--- config.mk ---
export PLATFORM = sky130hd
export DESIGN_NAME = ivc_top
export DESIGN_NICKNAME = d
export VERILOG_FILES = /design/src/rtl/ivc_pkg.sv /design/src/rtl/ivc_ctrl.sv /design/src/rtl/ivc_datapath.sv /design/src/rtl/ivc_top.sv
export SDC_FILE = /design/constraint.sdc
export NUM_CORES = 1
export LEC_CHECK = 0
export CAP_MARGIN = 30
export CORE_MARGIN = 10
export CORE_UTILIZATION = 35
export DETAILED_ROUTE_END_ITERATION = 10
export PLACE_DENSITY_LB_ADDON = 0.12
export SYNTH_ARGS = -nofsm -noshare
export SYNTH_HDL_FRONTEND = slang
export SYNTH_SLANG_ARGS = --single-unit
--- constraint.sdc ---
create_clock -name clk -period 4 [get_ports clk]
set_clock_uncertainty 0.2 [all_clocks]
set_input_delay 0.8 -clock clk [delete_from_list [all_inputs] [get_ports clk]]
set_output_delay 0.8 -clock clk [all_outputs]
set_load 0.05 [all_outputs]
--- src/rtl/ivc_pkg.sv ---
package ivc_pkg;
  localparam logic [15:0] VEC_POR  = 16'hFFFE;
  localparam logic [15:0] VEC_CM   = 16'hFFFC;
  localparam logic [15:0] VEC_COP  = 16'hFFFA;
  localparam logic [15:0] VEC_TRAP = 16'hFFF8;
  localparam logic [15:0] VEC_SWI  = 16'hFFF6;
  localparam logic [15:0] VEC_X    = 16'hFFF4;
  localparam logic [15:0] VEC_ITOP = 16'hFFF2;
  localparam logic [7:0]  PRIO_RST = 8'hF2;

  localparam logic [1:0] ADDR_PRIO   = 2'd0;
  localparam logic [1:0] ADDR_FORCEI = 2'd1;
  localparam logic [1:0] ADDR_FORCEX = 2'd2;

  typedef struct packed {
    logic capture;
    logic forceEn;
  } ctrlStrobes_t;
endpackage

--- src/rtl/ivc_ctrl.sv ---
module ivc_ctrl
  import ivc_pkg::*;
#(
  parameter int NUM_I = 8
) (
  input  logic             clk,
  input  logic             rst_n,
  input  logic             specialMode,
  input  logic             wrEn,
  input  logic [1:0]       wrAddr,
  input  logic [7:0]       wrData,
  input  logic             vecAck,
  output ctrlStrobes_t     strobes,
  output logic [7:0]       prioLow,
  output logic [NUM_I-1:0] forceI,
  output logic             forceX
);
  logic prioOk;
  logic testWr;

  assign prioOk = (wrData[0] == 1'b0) && (wrData <= PRIO_RST);
  assign testWr = wrEn && specialMode;

  always_ff @(posedge clk or negedge rst_n) begin
    if (!rst_n) begin
      prioLow <= PRIO_RST;
    end else if (wrEn && wrAddr == ADDR_PRIO && prioOk) begin
      prioLow <= wrData;
    end
  end

  always_ff @(posedge clk or negedge rst_n) begin
    if (!rst_n) begin
      forceI <= '0;
      forceX <= 1'b0;
    end else if (testWr) begin
      if (wrAddr == ADDR_FORCEI) begin
        for (int k = 0; k < NUM_I; k++) begin
          if (wrData[6:0] == 7'(k)) forceI[k] <= wrData[7];
        end
      end
      if (wrAddr == ADDR_FORCEX) forceX <= wrData[0];
    end
  end

  always_comb begin
    strobes.capture = vecAck;
    strobes.forceEn = specialMode;
  end
endmodule

--- src/rtl/ivc_datapath.sv ---
module ivc_datapath
  import ivc_pkg::*;
#(
  parameter int NUM_I = 8
) (
  input  logic             clk,
  input  logic             rst_n,
  input  ctrlStrobes_t     strobes,
  input  logic [7:0]       prioLow,
  input  logic [NUM_I-1:0] forceI,
  input  logic             forceX,
  input  logic [NUM_I-1:0] irqReq,
  input  logic             iMask,
  input  logic             xReq,
  input  logic             xMask,
  input  logic             swiReq,
  input  logic             trapReq,
  input  logic             porReq,
  input  logic             cmReq,
  input  logic             copReq,
  input  logic             lowPower,
  output logic             intPending,
  output logic [15:0]      vecAddr,
  output logic             vecValid,
  output logic             wake
);
  logic [NUM_I-1:0] iAct;
  logic             xRaw;
  logic             xAct;
  logic [7:0]       promOff;
  logic [6:0]       promIdx;
  logic             promHit;
  logic [15:0]      promVec;
  logic             plainHit;
  logic [15:0]      plainVec;
  logic [15:0]      selVec;
  logic             anyPend;

  assign iAct    = (irqReq | (forceI & {NUM_I{strobes.forceEn}})) & {NUM_I{~iMask}};
  assign xRaw    = xReq | (forceX & strobes.forceEn);
  assign xAct    = xRaw & ~xMask;
  assign promOff = PRIO_RST - prioLow;
  assign promIdx = promOff[7:1];

  always_comb begin
    promHit = 1'b0;
    promVec = VEC_ITOP;
    for (int k = 0; k < NUM_I; k++) begin
      if (promIdx == 7'(k) && iAct[k]) begin
        promHit = 1'b1;
        promVec = VEC_ITOP - 16'(2 * k);
      end
    end
  end

  always_comb begin
    plainHit = 1'b0;
    plainVec = VEC_ITOP;
    for (int k = NUM_I - 1; k >= 0; k--) begin
      if (iAct[k]) begin
        plainHit = 1'b1;
        plainVec = VEC_ITOP - 16'(2 * k);
      end
    end
  end

  always_comb begin
    anyPend = 1'b1;
    if (porReq)        selVec = VEC_POR;
    else if (cmReq)    selVec = VEC_CM;
    else if (copReq)   selVec = VEC_COP;
    else if (trapReq)  selVec = VEC_TRAP;
    else if (swiReq)   selVec = VEC_SWI;
    else if (xAct)     selVec = VEC_X;
    else if (promHit)  selVec = promVec;
    else if (plainHit) selVec = plainVec;
    else begin
      selVec  = vecAddr;
      anyPend = 1'b0;
    end
  end

  always_ff @(posedge clk or negedge rst_n) begin
    if (!rst_n) begin
      vecAddr  <= VEC_POR;
      vecValid <= 1'b0;
    end else begin
      vecValid <= strobes.capture && anyPend;
      if (strobes.capture && anyPend) vecAddr <= selVec;
    end
  end

  assign intPending = anyPend;
  assign wake       = lowPower & (anyPend | xRaw);
endmodule

--- src/rtl/ivc_top.sv ---
module ivc_top
  import ivc_pkg::*;
#(
  parameter int NUM_I = 8
) (
  input  logic             clk,
  input  logic             rst_n,
  input  logic [NUM_I-1:0] irqReq,
  input  logic             iMask,
  input  logic             xReq,
  input  logic             xMask,
  input  logic             swiReq,
  input  logic             trapReq,
  input  logic             porReq,
  input  logic             cmReq,
  input  logic             copReq,
  input  logic             lowPower,
  input  logic             specialMode,
  input  logic             wrEn,
  input  logic [1:0]       wrAddr,
  input  logic [7:0]       wrData,
  input  logic             vecAck,
  output logic             intPending,
  output logic [15:0]      vecAddr,
  output logic             vecValid,
  output logic             wake
);
  ctrlStrobes_t     strobes;
  logic [7:0]       prioLow;
  logic [NUM_I-1:0] forceI;
  logic             forceX;

  ivc_ctrl #(.NUM_I(NUM_I)) ctrl_i (
    .clk(clk), .rst_n(rst_n), .specialMode(specialMode),
    .wrEn(wrEn), .wrAddr(wrAddr), .wrData(wrData), .vecAck(vecAck),
    .strobes(strobes), .prioLow(prioLow), .forceI(forceI), .forceX(forceX)
  );

  ivc_datapath #(.NUM_I(NUM_I)) dp_i (
    .clk(clk), .rst_n(rst_n), .strobes(strobes), .prioLow(prioLow),
    .forceI(forceI), .forceX(forceX), .irqReq(irqReq), .iMask(iMask),
    .xReq(xReq), .xMask(xMask), .swiReq(swiReq), .trapReq(trapReq),
    .porReq(porReq), .cmReq(cmReq), .copReq(copReq), .lowPower(lowPower),
    .intPending(intPending), .vecAddr(vecAddr), .vecValid(vecValid), .wake(wake)
  );
endmodule

# After elaboration in Yosys (flattened, before gate mapping)
# Index checks and enable logic that the tools add are counted.
# W data, S select, Z words.
# classes
add_sub_neg	1
multipliers	0
div_mod_pow	0
magnitude_cmp	1
n_eq_ne	16
shifts	0
mux	47
bitwise_logic	11
reduce_logical	27
# op_table
op	n
$mux W16	8
$mux W5	14
$eq A7 B3 Y1 const B	8
$eq A7 B2 Y1 const B	4
$mux W1	24
$reduce_and A3 Y1	8
$and A8 B8 Y8	2
$eq A7 B1 Y1 const B	2
$logic_not A7 Y1	2
$logic_and A1 B1 Y1	13
$le A8 B8 Y1 const B	1
$or A8 B8 Y8	1
$reduce_bool A8 Y1	1
$sub A8 B8 Y8 const A	1
$reduce_and A2 Y1	2
$and A1 B1 Y1	3
$not A1 Y1	3
$eq A2 B1 Y1 const B	1
$eq A2 B2 Y1 const B	1
$logic_not A2 Y1	1
$mux W2	1
$or A1 B1 Y1	2
# totals
ff_bits	34
latch_bits	0
mem_bits_rw	0
romBits	0
memories	0

# Depth between registers and ports, before layout
# Gate-level depths: netlist of the first run.
# depth
word_depth	21
ltp_mapped	8

# Hierarchy
# Synthesis of the first run repeated with hierarchy kept, for this count alone.
# hier_totals
hier_cells	205
area_unflattened_um2	1849.3
# by_module_without_submodules
mod	instances	cells_per_inst	area_each_um2
ivc_datapath	1	149	1038.5
ivc_ctrl	1	56	810.8

# Worst setup path before layout of the first run
# Ideal clock, no wire load.
# synth_path
path_type	input to output
startpoint	input port specialMode
endpoint	output port wake
arrival_time_ns	2.257
required_time_ns	3.000
slack_ns	0.743
cell_stages	5
n_path_buf	1
path_cell_list	buf_4 -> o21ai_0 -> a21oi_1 -> nor2_1 -> a31oi_1
# synth_between
elab_chain_len	21
elab_cells_between_ends	40
classes_between	mux (24); bitwise (8); reduce/logical (8)
# synth_rtl
item	line_no	rtl
from (decl)	ivc_top.sv:18	input logic specialMode,
$and A8 B8 Y8	ivc_datapath.sv:39	assign iAct = (irqReq | (forceI & {NUM_I{strobes.forceEn}})) & {NUM_I{~iMask}};
$or A8 B8 Y8	ivc_datapath.sv:39	
$and A8 B8 Y8	ivc_datapath.sv:39	
$mux W1 / $logic_and A1 B1 Y1 (equally long branches)	ivc_datapath.sv:60, ivc_datapath.sv:49	
$mux W1, on equally long branches (7 in a row)	ivc_datapath.sv:60, ivc_datapath.sv:49	
$mux W1, on equally long branches	ivc_datapath.sv:76, ivc_datapath.sv:49	
$mux W1	ivc_datapath.sv:75	else if (promHit) selVec = promVec;
$mux W1	ivc_datapath.sv:74	else if (xAct) selVec = VEC_X;
$mux W1	ivc_datapath.sv:73	else if (swiReq) selVec = VEC_SWI;
$mux W1	ivc_datapath.sv:72	else if (trapReq) selVec = VEC_TRAP;
$mux W1	ivc_datapath.sv:71	else if (copReq) selVec = VEC_COP;
$mux W1	ivc_datapath.sv:70	else if (cmReq) selVec = VEC_CM;
$mux W1	ivc_datapath.sv:69	if (porReq) selVec = VEC_POR;
$or A1 B1 Y1 (*)	ivc_datapath.sv:94	assign wake = lowPower & (anyPend | xRaw);
$and A1 B1 Y1 (*)	ivc_datapath.sv:94	
to (decl)	ivc_top.sv:26	output logic wake
# Mark *: on every way between the ends. The rest lies on a longest branch, timed or not.

# Worst setup path in the final report of the first run
# Same ends and word-level chain as after synthesis.

==> results.json, run 1 <==
{
  "avgSynthCellArea_sq_um": 8.59,
  "post-route-util_pct": 45.2,
  "drt_iter0_markers": 137,
  "io_buffers": 38,
  "antenna_found_initial": 0,
  "ys_seq_area_share_pct": 30.7,
  "rsz0062_at_grt": "no",
  "cts_hold_buf": 0,
  "p_sw_share_pct": 34.7,
  "drv_cap": 0,
  "area_growth_pct": 25.4,
  "clk_pin_slew_ns": 0.08,
  "cts_root_buf": "clkbuf_8",
  "total_leakage_power_nw": 0.919,
  "design.die.area_sq_mm": 0.00852,
  "synth_cell_types": 57,
  "cts_made_buffers": 3,
  "cts_tree": "built",
  "rows": 26,
  "synth-edff-count": 0,
  "drt_first_pass_iters": 4,
  "synth_seq_cells": 22,
  "path_class": "primary input to output pin",
  "maxSlewViolCount": 0,
  "status": "finished, final reports clean",
  "yosys.area.top_type": "dfrtp_1",
  "drive_gt1_share_pct": 18.0,
  "fin_crit_sh_pct": 91.5,
  "hp-class": "register to register",
  "crit_required_ns": 3.00,
  "ctsResizeCount": 0,
  "critical_path.endpoint_type": "output pin",
  "grt_max_degree": 20,
  "clkPwrFrac_pct": 22.7,
  "syn_area_sq_mm": 0.00183,
  "place_congestion": 0.905,
  "p_sw_mw": 0.245,
  "die_h_um": 92.3,
  "p_per_area_mw_per_mm2": 307,
  "path_buf_inv": 2,
  "synth_area_leaders": "dfrtp_1 (18%), dfstp_2 (13%), mux2_2 (11%)",
  "syn_inst": 213,
  "synthMostInstantiatedCell": "nor2_1",
  "die_w_um": 92.3,
  "via_count": 1673,
  "dp.final_hpwl_mm": 4.02,
  "wl_mm": 4.95,
  "grt_util_all_layers_pct": 11.7,
  "wire_per_inst_um": 15.5,
  "synth_top_area_share_pct": 17.8,
  "routed_via_density": 5.23,
  "ant_nets": 0,
  "hold_viol": 0,
  "relSlewSlack_pct": 51.7,
  "finalSetupViolCount": 0,
  "crit_chain": "clkdlybuf4s50_1 > o21ai_0 > a21oi_1 > nor3_1 > a31oi_1 > buf_4",
  "grt_pass1_vias": 1662,
  "tightest_slew_ns": 0.718,
  "p_int_mw": 0.459,
  "diodes": 0,
  "start_util_pct": 36.1,
  "synthArstFlopShare_pct": 100,
  "postCtsSetupBuffers": 0,
  "cts.sinks": 22,
  "slowest_stage": "nor3_1",
  "critPathMaxStageDelay_ns": 0.60,
  "ios": 51,
  "ctsLongestPathBuffers": 2,
  "synthFlopType": "dfrtp_1",
  "cp_top_family": "buffers and inverters",
  "seq_power_share_pct": 40.8,
  "dpl_cell_area_sq_mm": 0.00224,
  "cp_data_arrival_time_ns": 2.66,
  "core_sq_mm": 0.00507,
  "vdd.ir_drop.worst_mv": 0.168,
  "cts.htree.levels": 1,
  "critPathLaunchType": "primary input",
  "fin_nets": 284,
  "yosys_warnings": 0,
  "clkLatencyLatePin_ns": 0.26,
  "grt_first_pass_wirelength_mm": 8.31,
  "synth_common_cells": "nor2_1 (23), mux2_2 (18), a21oi_1 (17)",
  "min_period_ns": 3.66,
  "p_comb_share_pct": 36.5,
  "nFillCells": 528,
  "whs_ns": 0.287,
  "drcViolationCount": 0,
  "stdcell_area_sq_mm": 0.00230,
  "fmax_ghz": 0.273,
  "crit_fanout": 11,
  "grt_overflow": 0,
  "tns_ns": 0
}
layout make-up:
class / instances / area [sq um] / share of cell area, %
clock buffer: 4 / 55.1 / 2.40
timing repair buffer: 43 / 420 / 18.3
inverter: 8 / 30.0 / 1.31
multi-input combinational: 173 / 1140 / 49.7
tap: 70 / 87.6 / 3.81
sequential: 22 / 562 / 24.5
kinds of logic (layout without fill, tap and decap cells):
family	Yosys count	count (layout)	share of synthesized area (%)
AND/OR/NAND/NOR	72	72	20.2
AO/OA/AOI/OAI	66	66	26.0
buffers and inverters	28	55	9.02
flip-flops	22	22	30.7
multiplexers	19	19	11.6
XOR/XNOR	3	3	1.44
other	2	12	0.410
adder cells (fa/ha/maj)	1	1	0.683
worst register-to-register path: cells and delay by family, from the launching register on:
kind,cells,cell delay [ns]
DFF,1,0.46
adders and majority gates,1,0.56
muxes,2,0.69
AOI/OAI and AO/OA,4,1.01
registers in the layout, indices dropped and copies added (netlist names):
name	count
dp_i.vecValid	1
ctrl_i.prioLow	8
ctrl_i.forceI	8
ctrl_i.forceX	1
dp_i.vecAddr	4
metal layers:
metal | vias to the layer above | part of all wire [%] | global-route usage, %
met5 | - | 0 | 0
met4 | 0 | 1.1 | 3.60
met3 | 4 | 6.1 | 3.39
met2 | 50 | 46 | 18.5
met1 | 781 | 47 | 15.1
li1 | 838 | - | -
power by group through the flow:
stage               clock network, mW  logic [mW]  registers, mW
global route                    0.176       0.282          0.293
floorplan                           0       0.188          0.285
global placement                    0       0.253          0.291
detailed placement                  0       0.256          0.291
finish                          0.160       0.257          0.287
CTS                             0.171       0.258          0.287
through the flow:
| stage | setup WS, ns | total power, mW | std cells |
|---|---|---|---|
| after floorplan | 0.743 | 0.473 | 223 |
| after global placement | 0.363 | 0.545 | 315 |
| after detailed placement | 0.385 | 0.548 | 316 |
| after CTS | 0.374 | 0.716 | 320 |
| after global routing | 0.219 | 0.750 | 320 |
| final | 0.340 | 0.704 | 320 |
layout by cell type, fill, tap and decap left out, types with 3 or more instances in the layout:
cell type / count
a211oi_1: 4
nand2_1: 13
nor4_1: 4
a211o_1: 3
nand3_1: 3
dfrtp_1: 13
buf_4: 6
nor2b_1: 4
a221oi_1: 4
mux2_2: 18
dfstp_2: 9
clkdlybuf4s50_1: 36
inv_1: 8
and2_1: 3
nor2_1: 23
conb_1: 12
o211ai_1: 5
clkbuf_8: 4
nand2b_1: 4
a21oi_1: 17
nor3_1: 5
o21ai_0: 9
final timing paths:
check / start / slack [ns] / cells after the start / end
min in group asynchronous: rst_n / 0.54 / 1 / ctrl_i.forceI[7]$_DFFE_PN0P_
worst max-delay path: specialMode / 0.34 / 6 / wake
max in group asynchronous: rst_n / 2.58 / 2 / ctrl_i.prioLow[4]$_DFFE_PN1P_
worst max register to register: ctrl_i.prioLow[0]$_DFFE_PN0P_ / 1.02 / 7 / dp_i.vecAddr[3]$_DFFE_PN1P_
worst min-delay path: ctrl_i.prioLow[7]$_DFFE_PN1P_ / 0.29 / 2 / ctrl_i.prioLow[7]$_DFFE_PN1P_
worst min register to register: ctrl_i.prioLow[7]$_DFFE_PN1P_ / 0.29 / 2 / ctrl_i.prioLow[7]$_DFFE_PN1P_
No activity file was read; power rests on OpenSTA's default activity.
==> inputs of run 2 (changes only) <==
CTS_CLUSTER_DIAMETER = 40   (was default)
==> results of run 2 <==
Final layout, timing and power as in run 1 (identical DEF).
